`src/rtl/imc_pkg.sv`:
```
package imc_pkg;
  // Default geometry of the controller.
  localparam int IMC_NUM_SRC  = 8;   // interrupt sources
  localparam int IMC_DATA_W   = 32;  // register word width
  localparam int IMC_RD_BASE  = 6;   // first readback bit of source 0
  localparam int IMC_CMD_BASE = 12;  // clear bit of source 0; set is +1
  localparam int IMC_BTN_BIT  = 24;  // button-pressed flag in status
  localparam int IMC_MOD_BIT  = 25;  // module-removed flag in status

  // Command word: one clear/set pair per source.
  function automatic logic [IMC_DATA_W-1:0] cmd_field_mask(input int nsrc, input int base);
    logic [IMC_DATA_W-1:0] m;
    m = '0;
    for (int k = 0; k < 2 * nsrc; k++) m[base + k] = 1'b1;
    return m;
  endfunction
endpackage

```
`src/rtl/imc_mask_bank.sv`:
```
module imc_mask_bank #(
  parameter int NUM_SRC = imc_pkg::IMC_NUM_SRC,
  localparam int CMD_W  = 2 * NUM_SRC
) (
  input  logic               clk,
  input  logic               rst,
  input  logic               wr_en,
  input  logic [CMD_W-1:0]   cmd,      // pair i: [2i] clear, [2i+1] set
  output logic [NUM_SRC-1:0] mask_q
);
  for (genvar i = 0; i < NUM_SRC; i++) begin : g_bit
    logic clr_c, set_c;
    assign clr_c = wr_en & cmd[2*i];
    assign set_c = wr_en & cmd[2*i+1];

    always_ff @(posedge clk) begin
      if (rst)                mask_q[i] <= 1'b0;
      else if (set_c ^ clr_c) mask_q[i] <= set_c;
    end

    AST_SET_TAKES: assert property (@(posedge clk) disable iff (rst)
      (wr_en && cmd[2*i+1] && !cmd[2*i]) |=> mask_q[i]);
    AST_CLR_TAKES: assert property (@(posedge clk) disable iff (rst)
      (wr_en && cmd[2*i] && !cmd[2*i+1]) |=> !mask_q[i]);
    AST_BOTH_HOLDS: assert property (@(posedge clk) disable iff (rst)
      (wr_en && cmd[2*i] && cmd[2*i+1]) |=> $stable(mask_q[i]));
    AST_PAIR_IDLE: assert property (@(posedge clk) disable iff (rst)
      (wr_en && !cmd[2*i] && !cmd[2*i+1]) |=> $stable(mask_q[i]));
  end
endmodule

```
`src/rtl/imc_sampler.sv`:
```
module imc_sampler #(
  parameter int NUM_SRC = imc_pkg::IMC_NUM_SRC
) (
  input  logic               clk,
  input  logic               rst,
  input  logic [NUM_SRC-1:0] src,
  input  logic               btn,
  input  logic               mod,
  output logic [NUM_SRC-1:0] pend_q,
  output logic               btn_q,
  output logic               mod_q
);
  always_ff @(posedge clk) begin
    if (rst) begin
      pend_q <= '0;
      btn_q  <= 1'b0;
      mod_q  <= 1'b0;
    end else begin
      pend_q <= src;
      btn_q  <= btn;
      mod_q  <= mod;
    end
  end

  AST_PEND_FOLLOWS: assert property (@(posedge clk) disable iff (rst)
    !$past(rst) |-> (pend_q == $past(src)));
  AST_FLAGS_FOLLOW: assert property (@(posedge clk) disable iff (rst)
    !$past(rst) |-> (btn_q == $past(btn) && mod_q == $past(mod)));
endmodule

```
`src/rtl/imc_readback.sv`:
```
module imc_readback #(
  parameter int NUM_SRC = imc_pkg::IMC_NUM_SRC,
  parameter int DATA_W  = imc_pkg::IMC_DATA_W,
  parameter int RD_BASE = imc_pkg::IMC_RD_BASE,
  parameter int BTN_BIT = imc_pkg::IMC_BTN_BIT,
  parameter int MOD_BIT = imc_pkg::IMC_MOD_BIT
) (
  input  logic [NUM_SRC-1:0] mask_q,
  input  logic [NUM_SRC-1:0] pend_q,
  input  logic               btn_q,
  input  logic               mod_q,
  output logic [DATA_W-1:0]  mask_word,
  output logic [DATA_W-1:0]  stat_word
);
  always_comb begin
    mask_word = '0;
    stat_word = '0;
    mask_word[RD_BASE +: NUM_SRC] = mask_q;
    stat_word[RD_BASE +: NUM_SRC] = pend_q;
    stat_word[BTN_BIT]            = btn_q;
    stat_word[MOD_BIT]            = mod_q;
  end
endmodule

```
`src/rtl/irq_mask_ctrl.sv`:
```
module irq_mask_ctrl #(
  parameter int NUM_SRC  = imc_pkg::IMC_NUM_SRC,
  parameter int DATA_W   = imc_pkg::IMC_DATA_W,
  parameter int RD_BASE  = imc_pkg::IMC_RD_BASE,
  parameter int CMD_BASE = imc_pkg::IMC_CMD_BASE,
  parameter int BTN_BIT  = imc_pkg::IMC_BTN_BIT,
  parameter int MOD_BIT  = imc_pkg::IMC_MOD_BIT
) (
  input  logic               clk,
  input  logic               rst,
  input  logic [NUM_SRC-1:0] src_i,
  input  logic               btn_lvl_i,
  input  logic               mod_gone_i,
  input  logic               wr_en_i,
  input  logic [DATA_W-1:0]  wr_data_i,
  output logic [DATA_W-1:0]  mask_rd_o,
  output logic [DATA_W-1:0]  stat_rd_o,
  output logic               irq_o
);
  localparam int CMD_W = 2 * NUM_SRC;
  localparam logic [DATA_W-1:0] CMD_MASK = imc_pkg::cmd_field_mask(NUM_SRC, CMD_BASE);

  logic [NUM_SRC-1:0] mask_q, pend_q;
  logic               btn_q, mod_q, irq_q;

  imc_mask_bank #(.NUM_SRC(NUM_SRC)) u_bank (
    .clk(clk), .rst(rst), .wr_en(wr_en_i),
    .cmd(wr_data_i[CMD_BASE +: CMD_W]), .mask_q(mask_q)
  );

  imc_sampler #(.NUM_SRC(NUM_SRC)) u_samp (
    .clk(clk), .rst(rst), .src(src_i), .btn(btn_lvl_i), .mod(mod_gone_i),
    .pend_q(pend_q), .btn_q(btn_q), .mod_q(mod_q)
  );

  imc_readback #(
    .NUM_SRC(NUM_SRC), .DATA_W(DATA_W), .RD_BASE(RD_BASE),
    .BTN_BIT(BTN_BIT), .MOD_BIT(MOD_BIT)
  ) u_rb (
    .mask_q(mask_q), .pend_q(pend_q), .btn_q(btn_q), .mod_q(mod_q),
    .mask_word(mask_rd_o), .stat_word(stat_rd_o)
  );

  // Combined request: masked OR of the live lines, one register deep.
  always_ff @(posedge clk) begin
    if (rst) irq_q <= 1'b0;
    else     irq_q <= |(src_i & mask_q);
  end
  assign irq_o = irq_q;

  AST_RESET_QUIET: assert property (@(posedge clk)
    $past(rst) |-> (!irq_o && mask_rd_o == '0 && stat_rd_o == '0));
  AST_NO_CMD_HOLD: assert property (@(posedge clk) disable iff (rst)
    (!wr_en_i || (wr_data_i & CMD_MASK) == '0) |=> $stable(mask_rd_o));
  AST_IRQ_TRACKS: assert property (@(posedge clk) disable iff (rst)
    !$past(rst) |-> (irq_o == |($past(src_i) & $past(mask_rd_o[RD_BASE +: NUM_SRC]))));
  AST_IRQ_DROPS: assert property (@(posedge clk) disable iff (rst)
    ((src_i & mask_q) == '0) |=> !irq_o);
endmodule

```
`config.mk`:
```
export PLATFORM = sky130hd
export DESIGN_NAME = irq_mask_ctrl
export DESIGN_NICKNAME = d
export VERILOG_FILES = /design/src/rtl/imc_pkg.sv /design/src/rtl/imc_mask_bank.sv /design/src/rtl/imc_sampler.sv /design/src/rtl/imc_readback.sv /design/src/rtl/irq_mask_ctrl.sv
export SDC_FILE = /design/constraint.sdc
export NUM_CORES = 1
export LEC_CHECK = 0
export BUFFER_PORTS_ARGS = -buffer_cell sky130_fd_sc_hd__buf_2
export CAP_MARGIN = 40
export CORE_MARGIN = 3
export CORE_UTILIZATION = 37
export DETAILED_ROUTE_END_ITERATION = 8
export PLACE_DENSITY = 0.81
export SLEW_MARGIN = 25
export SYNTH_ARGS = -nofsm -noshare
export SYNTH_HDL_FRONTEND = slang
export SYNTH_HIERARCHICAL = 1
export SYNTH_SLANG_ARGS = --single-unit
```
`constraint.sdc`:
```
create_clock -name clk -period 1.05 [get_ports clk]
set_input_delay 0.21 -clock clk [delete_from_list [all_inputs] [get_ports clk]]
set_output_delay 0.21 -clock clk [all_outputs]
set_load 0.005 [all_outputs]
```
# Yosys cells after proc, flatten, opt, wreduce, memory -nomap -nowiden
# Cells that the tools add are included.
# W data, S select, Z words.
dict set report totals {
  ff_bits 19
  input_bits 45
  out_inout_bits 65
  elab_cells 38
}
dict set report classes {
  n_bitwise 25
  reduce_logical 1
}
# op count
set ops {}
lappend ops {{$and A1 B1 Y1} 16}
lappend ops {{$and A8 B8 Y8} 1}
lappend ops {{$reduce_or A8 Y1} 1}
lappend ops {{$xor A1 B1 Y1} 8}

# Logic depth before layout (Yosys ltp)
# Gate-level depths: netlist of run 1.
dict set report depth {
  ltp_word 2
  ltp_mapped 4
  mapped_depth_nobuf 3
}

# By module
# Netlist of run 1, hierarchy kept.
# module n_inst cells_per_inst area_each_um2 seq_area_each_um2
set by_module_without_submodules {}
lappend by_module_without_submodules {imc_readback 1 65 484.2 0.0}
lappend by_module_without_submodules {imc_mask_bank 1 49 375.4 160.2}
lappend by_module_without_submodules {imc_sampler 1 20 262.8 200.2}
lappend by_module_without_submodules {irq_mask_ctrl 1 6 58.8 20.0}

# Least setup slack after synthesis of run 1
# OpenSTA, ideal clock, no wires.
dict set report synth_path {
  path_type {input to register}
  from {in wr_en_i}
  to {reg u_bank.mask_q[0]}
  setup_ns 0.129
  arrival_ns 0.662
  required_ns 0.921
  slack_ns 0.259
  path_stages 4
  n_path_buf 1
  path_cell_list {buf_6 -> and2b_1 -> o21ai_1 -> a21oi_2}
}
dict set report synth_between {
  elab_chain_len 2
  elab_cells_between_ends 3
  cone_classes {bitwise: 3}
}
# item line_no
set synth_rtl {}
lappend synth_rtl {{start: declaration} irq_mask_ctrl.sv:14} ;# input logic wr_en_i,
lappend synth_rtl {{$and A1 B1 Y1 (on tied branches)} {imc_mask_bank.sv:14, imc_mask_bank.sv:13}}
lappend synth_rtl {{$xor A1 B1 Y1} imc_mask_bank.sv:18} ;# else if (set_c ^ clr_c) mask_q[i] <= set_c;
lappend synth_rtl {{end signal: indexed assignment} imc_mask_bank.sv:18}
lappend synth_rtl {{end: declaration} imc_mask_bank.sv:9} ;# output logic [NUM_SRC-1:0] mask_q
# Several ways; a longest one is shown, not always the timed one.
# A chain may end at the register's enable or synchronous reset.

# Final worst setup path of run 1
dict set report layout_path {
  from {reg u_bank.mask_q[4]}
  to {out mask_rd_o[10]}
}
# item line_no
set layout_lines {}
lappend layout_lines {{end: declaration} irq_mask_ctrl.sv:16} ;# output logic [DATA_W-1:0] mask_rd_o,
# No word-level cell between the ends.

==> results.sh, run 1 <==
export IMPL_cp_num_buf_inv=1
export IMPL_drt_first_pass_iters=4
export IMPL_hold_viol_final=0
export IMPL_ff2ff_setup_slack_ps=220
export IMPL_dieWidth_um=62.5
export IMPL_grt_pass1_wl_um=2840
export IMPL_worst_slack_ps=44.1
export IMPL_layout_commonest_cell="buf_2"
export IMPL_worstSetupEndpointType="output port"
export IMPL_fin_tns_setup_ps=0
export IMPL_n_antenna_cell=0
export IMPL_grt_max_degree=20
export IMPL_min_period_ps=1010
export IMPL_power_density_nw_per_um2=1170
export IMPL_hold_path_depth=2
export IMPL_setup_violations_final=0
export IMPL_design_area_sq_um=1200
export IMPL_boundaryPins=110
export IMPL_postSynthCellCount=140
export IMPL_clkLatencyLatePin_ps=300
export IMPL_min_to="u_samp/mod_q"
export IMPL_synth_area_sq_um=1180
export IMPL_worstHoldStart="mod_gone_i"
export IMPL_hpwl_um=1630
export IMPL_place_congestion=0.672
export IMPL_coreArea_sq_um=2900
export IMPL_antenna_found_initial=0
export IMPL_start_util=0.407
export IMPL_timing_fmax_ghz=0.994
export IMPL_r2r_end="irq_o"
export IMPL_clk_pin_slew_ps=110
export IMPL_cts_sinks=19
export IMPL_die_area_sq_um=3910
export IMPL_drc=0
export IMPL_post_route_period_util=0.958
export IMPL_drive_above_1_share=0.363
export IMPL_drv_cap=0
export IMPL_whs_ps=127
export IMPL_ant_nets=0
export IMPL_status="finished clean"
export IMPL_power_leakage_nw=0.633
export IMPL_cts_root_buffer="clkbuf_4"
export IMPL_r2r_cells=2
export IMPL_required_ps=840
export IMPL_rows=19
export IMPL_cpPeakStageDelay_ps=380
export IMPL_cp_max_fo=4
export IMPL_rsz0062_at_grt="false"
export IMPL_cp_arrival_ps=800
export IMPL_ys_top_cells_by_area="buf_4 (41%), dfxtp_1 (32%), nor2b_1 (7.9%)"
export IMPL_vias=796
export IMPL_syn_to_final_growth_pct=1.38
export IMPL_cpMaxStageDelayCell="dfxtp_4"
export IMPL_die_h_um=62.5
export IMPL_cts_tree="yes"
export IMPL_synth_top_area_frac=0.407
export IMPL_crit_chain="buf_2"
export IMPL_grt_ovfl_total=0
export IMPL_clock_skew_ps=9.48
export IMPL_yosys_warnings=6
export IMPL_ys_types=16
export IMPL_finalMaxSlewViolations=0
export IMPL_portBuffers=47
export IMPL_worstSetupStartpointType="register"
export IMPL_cts_inserted_buffers=3
export IMPL_yosysSeqAreaShare=0.322
export IMPL_clockBufferDepth=2
export IMPL_synth_top_area_cell="buf_4"
export IMPL_viasPerCell=3.74
export IMPL_r2r_start="u_bank/mask_q[7]"
export IMPL_crit_type="register to output port"
export IMPL_first_iter_violations=28
export IMPL_use_met3=0.0594
export IMPL_ys_ff_latch=19
export IMPL_h_tree_depth=1
export IMPL_crit_family="flip-flops"
export IMPL_first_global_vias=624
export IMPL_wl_per_cell_um=9.39
export IMPL_met1_usage=0.105
export IMPL_dp_worst_setup_slack_ps=104
export IMPL_path_depth=1
export IMPL_hold_path_class="primary input to register"
export IMPL_dpl_cell_area_sq_um=1140
export IMPL_drt_wl_total_um=2000
export IMPL_irDropWorstVdd_mv=0.569
export IMPL_top_usage_layer="met2"
export IMPL_power_mw=1.40
export IMPL_layout_nets=217
export IMPL_final_cell_mix="buf_2 (47), conb_1 (46), nor2b_1 (15)"
export IMPL_grt_usage=0.0918
export IMPL_synth_avg_cell_area_sq_um=8.44
export IMPL_use_met2=0.145
cells in the mapped netlist:
cell and n:
nor2_1 1, a22oi_1 4, buf_1 1, buf_6 1, a2bb2oi_1 1, and2b_1 2, a41oi_1 1, buf_4 64
a21oi_1 6, nand2b_1 1, dfxtp_1 19, nand2_1 14, a21oi_2 2, o21ai_1 7, conb_1 1, nor2b_1 15
layout make-up:
cell class              instances  area, sq um
clock inverters                 1         5.00
repair buffers                 48          243
multi-input cells             100          474
clock buffers                   3         22.5
well taps                      42         52.6
flip-flops and latches         19          400
fillers                       308         1700
repair_timing:
item | in CTS | in global routing
buffers inserted | 0 | 1
hold buffers | 0 | 0
setup endpoints to repair | 6 | 7
gates resized for setup | 6 | 6
sequential cells by signal, indices dropped and copies added (netlist names):
signal	flops
u_samp/mod_q	1
u_samp/pend_q	8
irq_o	1
u_samp/btn_q	1
u_bank/mask_q	8
routing by layer:
layer	vias up	wire (um)
li1	400	-
met4	0	13
met5	-	0
met2	52	963
met1	342	756
met3	2	267
kinds of logic after synthesis:
logic type             count (synthesis)  share of synthesized area
buffers and inverters                 66                      0.419
AND/OR/NAND/NOR                       33                      0.145
AO/OA/AOI/OAI                         21                      0.110
flip-flops                            19                      0.322
other                                  1                    0.00317
worst max path at each step:
| stage | start | endpoint | slack [ps] |
|---|---|---|---|
| after floorplan | wr_en_i | u_bank/mask_q[0] | 260 |
| after global placement | wr_en_i | u_bank/mask_q[0] | 130 |
| after detailed placement | wr_en_i | u_bank/mask_q[0] | 100 |
| after CTS | u_bank/mask_q[0] | mask_rd_o[6] | 0.5 |
| after global routing | u_bank/mask_q[2] | mask_rd_o[8] | 2 |
| final | u_bank/mask_q[4] | mask_rd_o[10] | 40 |
metrics by stage:
step	cells	utilization
floorplan	185	-
finish	213	0.413
CTS	212	0.406
global route	213	0.413
detailed placement	208	0.394
global placement	208	0.394
report_power, final:
| group | internal (mW) | switching (mW) |
|---|---|---|
| Combinational | 0.115 | 0.129 |
| Sequential | 0.765 | 0.0266 |
| Clock | 0.142 | 0.221 |
| Total | 1.02 | 0.377 |
Power figures use the tool's default switching activity.
==> run 2, diff against run 1 <==
--- a/config.mk
+++ b/config.mk
@@ -7,10 +7,12 @@
 export LEC_CHECK = 0
 export BUFFER_PORTS_ARGS = -buffer_cell sky130_fd_sc_hd__buf_2
 export CAP_MARGIN = 40
+export CELL_PAD_IN_SITES_DETAIL_PLACEMENT = 0
+export CELL_PAD_IN_SITES_GLOBAL_PLACEMENT = 2
 export CORE_MARGIN = 3
-export CORE_UTILIZATION = 37
+export CORE_UTILIZATION = 18
 export DETAILED_ROUTE_END_ITERATION = 8
-export PLACE_DENSITY = 0.81
+export PLACE_DENSITY_LB_ADDON = 0.1
 export SLEW_MARGIN = 25
 export SYNTH_ARGS = -nofsm -noshare
 export SYNTH_HDL_FRONTEND = slang
==> results.sh, run 2 (synthesis results as in run 1) <==
export IMPL_status="finished clean"
export IMPL_p_int_mw=1.14
export IMPL_placed_cells=241
export IMPL_antenna_found_initial=0
export IMPL_stdcell_count=245
export IMPL_power_mw=1.56
export IMPL_cts_sinks=19
export IMPL_cp_num_buf_inv=1
export IMPL_clk_pin_slew_ps=80
export IMPL_cp_max_fo=4
export IMPL_wl_per_cell_um=10.2
export IMPL_layout_commonest_cell="buf_2"
export IMPL_first_iter_violations=21
export IMPL_cp_arrival_ps=790
export IMPL_crit_family="flip-flops"
export IMPL_rows=28
export IMPL_drt_first_pass_iters=4
export IMPL_required_ps=840
export IMPL_grt_max_degree=20
export IMPL_timing_fmax_ghz=1.00
export IMPL_layout_nets=216
export IMPL_clock_skew_ps=4.94
export IMPL_cts_inserted_buffers=3
export IMPL_h_tree_depth=1
export IMPL_n_antenna_cell=0
export IMPL_clockPowerShare=0.334
export IMPL_boundaryPins=110
export IMPL_setup_violations_final=0
export IMPL_cpMaxStageDelayCell="dfxtp_1"
export IMPL_first_global_vias=628
export IMPL_crit_type="register to output port"
export IMPL_grt_ovfl_total=0
export IMPL_crit_chain="buf_2"
export IMPL_final_cell_mix="buf_2 (47), conb_1 (46), dfxtp_1 (15), nor2b_1 (15), nand2_1 (14)"
export IMPL_power_leakage_nw=0.633
export IMPL_worstSetupEndpointType="output port"
export IMPL_drc=0
export IMPL_final_util=0.201
export IMPL_grt_pass1_wl_um=3350
export IMPL_drt_wl_total_um=2490
export IMPL_swShare=0.269
export IMPL_clkLatencyLatePin_ps=260
export IMPL_dp_worst_setup_slack_ps=78.7
export IMPL_coreArea_sq_um=6130
export IMPL_syn_to_final_growth_pct=4.55
export IMPL_ant_nets=0
export IMPL_power_density_nw_per_um2=1270
export IMPL_dieWidth_um=87.0
export IMPL_portBuffers=47
export IMPL_switchingPower_mw=0.421
export IMPL_min_period_ps=997
export IMPL_worstSetupStartpointType="register"
export IMPL_viasPerCell=3.29
export IMPL_die_area_sq_um=7570
export IMPL_cts_tree="yes"
export IMPL_p_comb_frac=0.158
export IMPL_hpwl_um=2040
export IMPL_hold_path_class="primary input to register"
export IMPL_clockBufferDepth=2
export IMPL_vias=805
export IMPL_top_regs="u_bank/mask_q (8), u_samp/pend_q (8)"
export IMPL_grt_usage=0.0588
export IMPL_place_congestion=0.733
export IMPL_drive_above_1_share=0.335
export IMPL_finalMaxSlewViolations=0
export IMPL_post_route_period_util=0.949
export IMPL_hold_viol_final=0
export IMPL_cpPeakStageDelay_ps=390
export IMPL_die_h_um=87.0
export IMPL_worst_slack_ps=53.0
export IMPL_start_util=0.193
export IMPL_fin_tns_setup_ps=0
export IMPL_drv_cap=0
export IMPL_irDropWorstVdd_mv=0.695
export IMPL_fillers=711
export IMPL_p_seq_frac=0.508
export IMPL_cts_root_buffer="clkbuf_8"
export IMPL_cts_hold_buf=0
export IMPL_rsz0062_at_grt="false"
## run 2: area by class of cell
type                    instances  area [sq um]  share of cell area
multi-input cells             100           474               0.384
flip-flops and latches         19           385               0.312
repair buffers                 47           235               0.190
well taps                      75          93.8              0.0760
clock buffers                   3          41.3              0.0334
clock inverters                 1          5.00             0.00405
## run 2: power by group through the flow
stage	clock network (mW)	registers, mW	logic (mW)
after floorplan	0	0.804	0.304
after global placement	0	0.811	0.245
after detailed placement	0	0.812	0.248
after CTS	0.556	0.795	0.249
after global routing	0.588	0.803	0.282
final	0.522	0.796	0.247
## run 2: layer usage
| metal | share of wire | wire length [um] | global-route usage | vias to the layer above |
|---|---|---|---|---|
| met5 | 0 | 0 | 0 | - |
| met1 | 0.42 | 1040 | 0.0759 | 344 |
| met2 | 0.43 | 1080 | 0.0897 | 62 |
| li1 | - | - | - | 397 |
| met4 | 0.0044 | 11 | 0.00850 | 0 |
| met3 | 0.15 | 363 | 0.0293 | 2 |
## run 2: worst paths after layout
path / slack (ps) / startpoint / cells past startpoint / endpoint
min: 160 / mod_gone_i / 2 / u_samp/mod_q
max reg2reg: 220 / u_bank/mask_q[0] / 2 / irq_o
max: 50 / u_bank/mask_q[2] / 1 / mask_rd_o[8]
min reg2reg: 480 / u_bank/mask_q[5] / 2 / u_bank/mask_q[5]
## run 2: what timing repair did
action                     in CTS  in global routing
setup endpoints to repair       0                  4
gates resized for setup         0                  4
setup buffers                   0                  0
## run 2: through the flow
| step | area (sq um) | hold WS (ps) |
|---|---|---|
| floorplan | 1350 | 282 |
| global placement | 1180 | 427 |
| detailed placement | 1180 | 426 |
| CTS | 1230 | 156 |
| global route | 1230 | 186 |
| finish | 1230 | 162 |
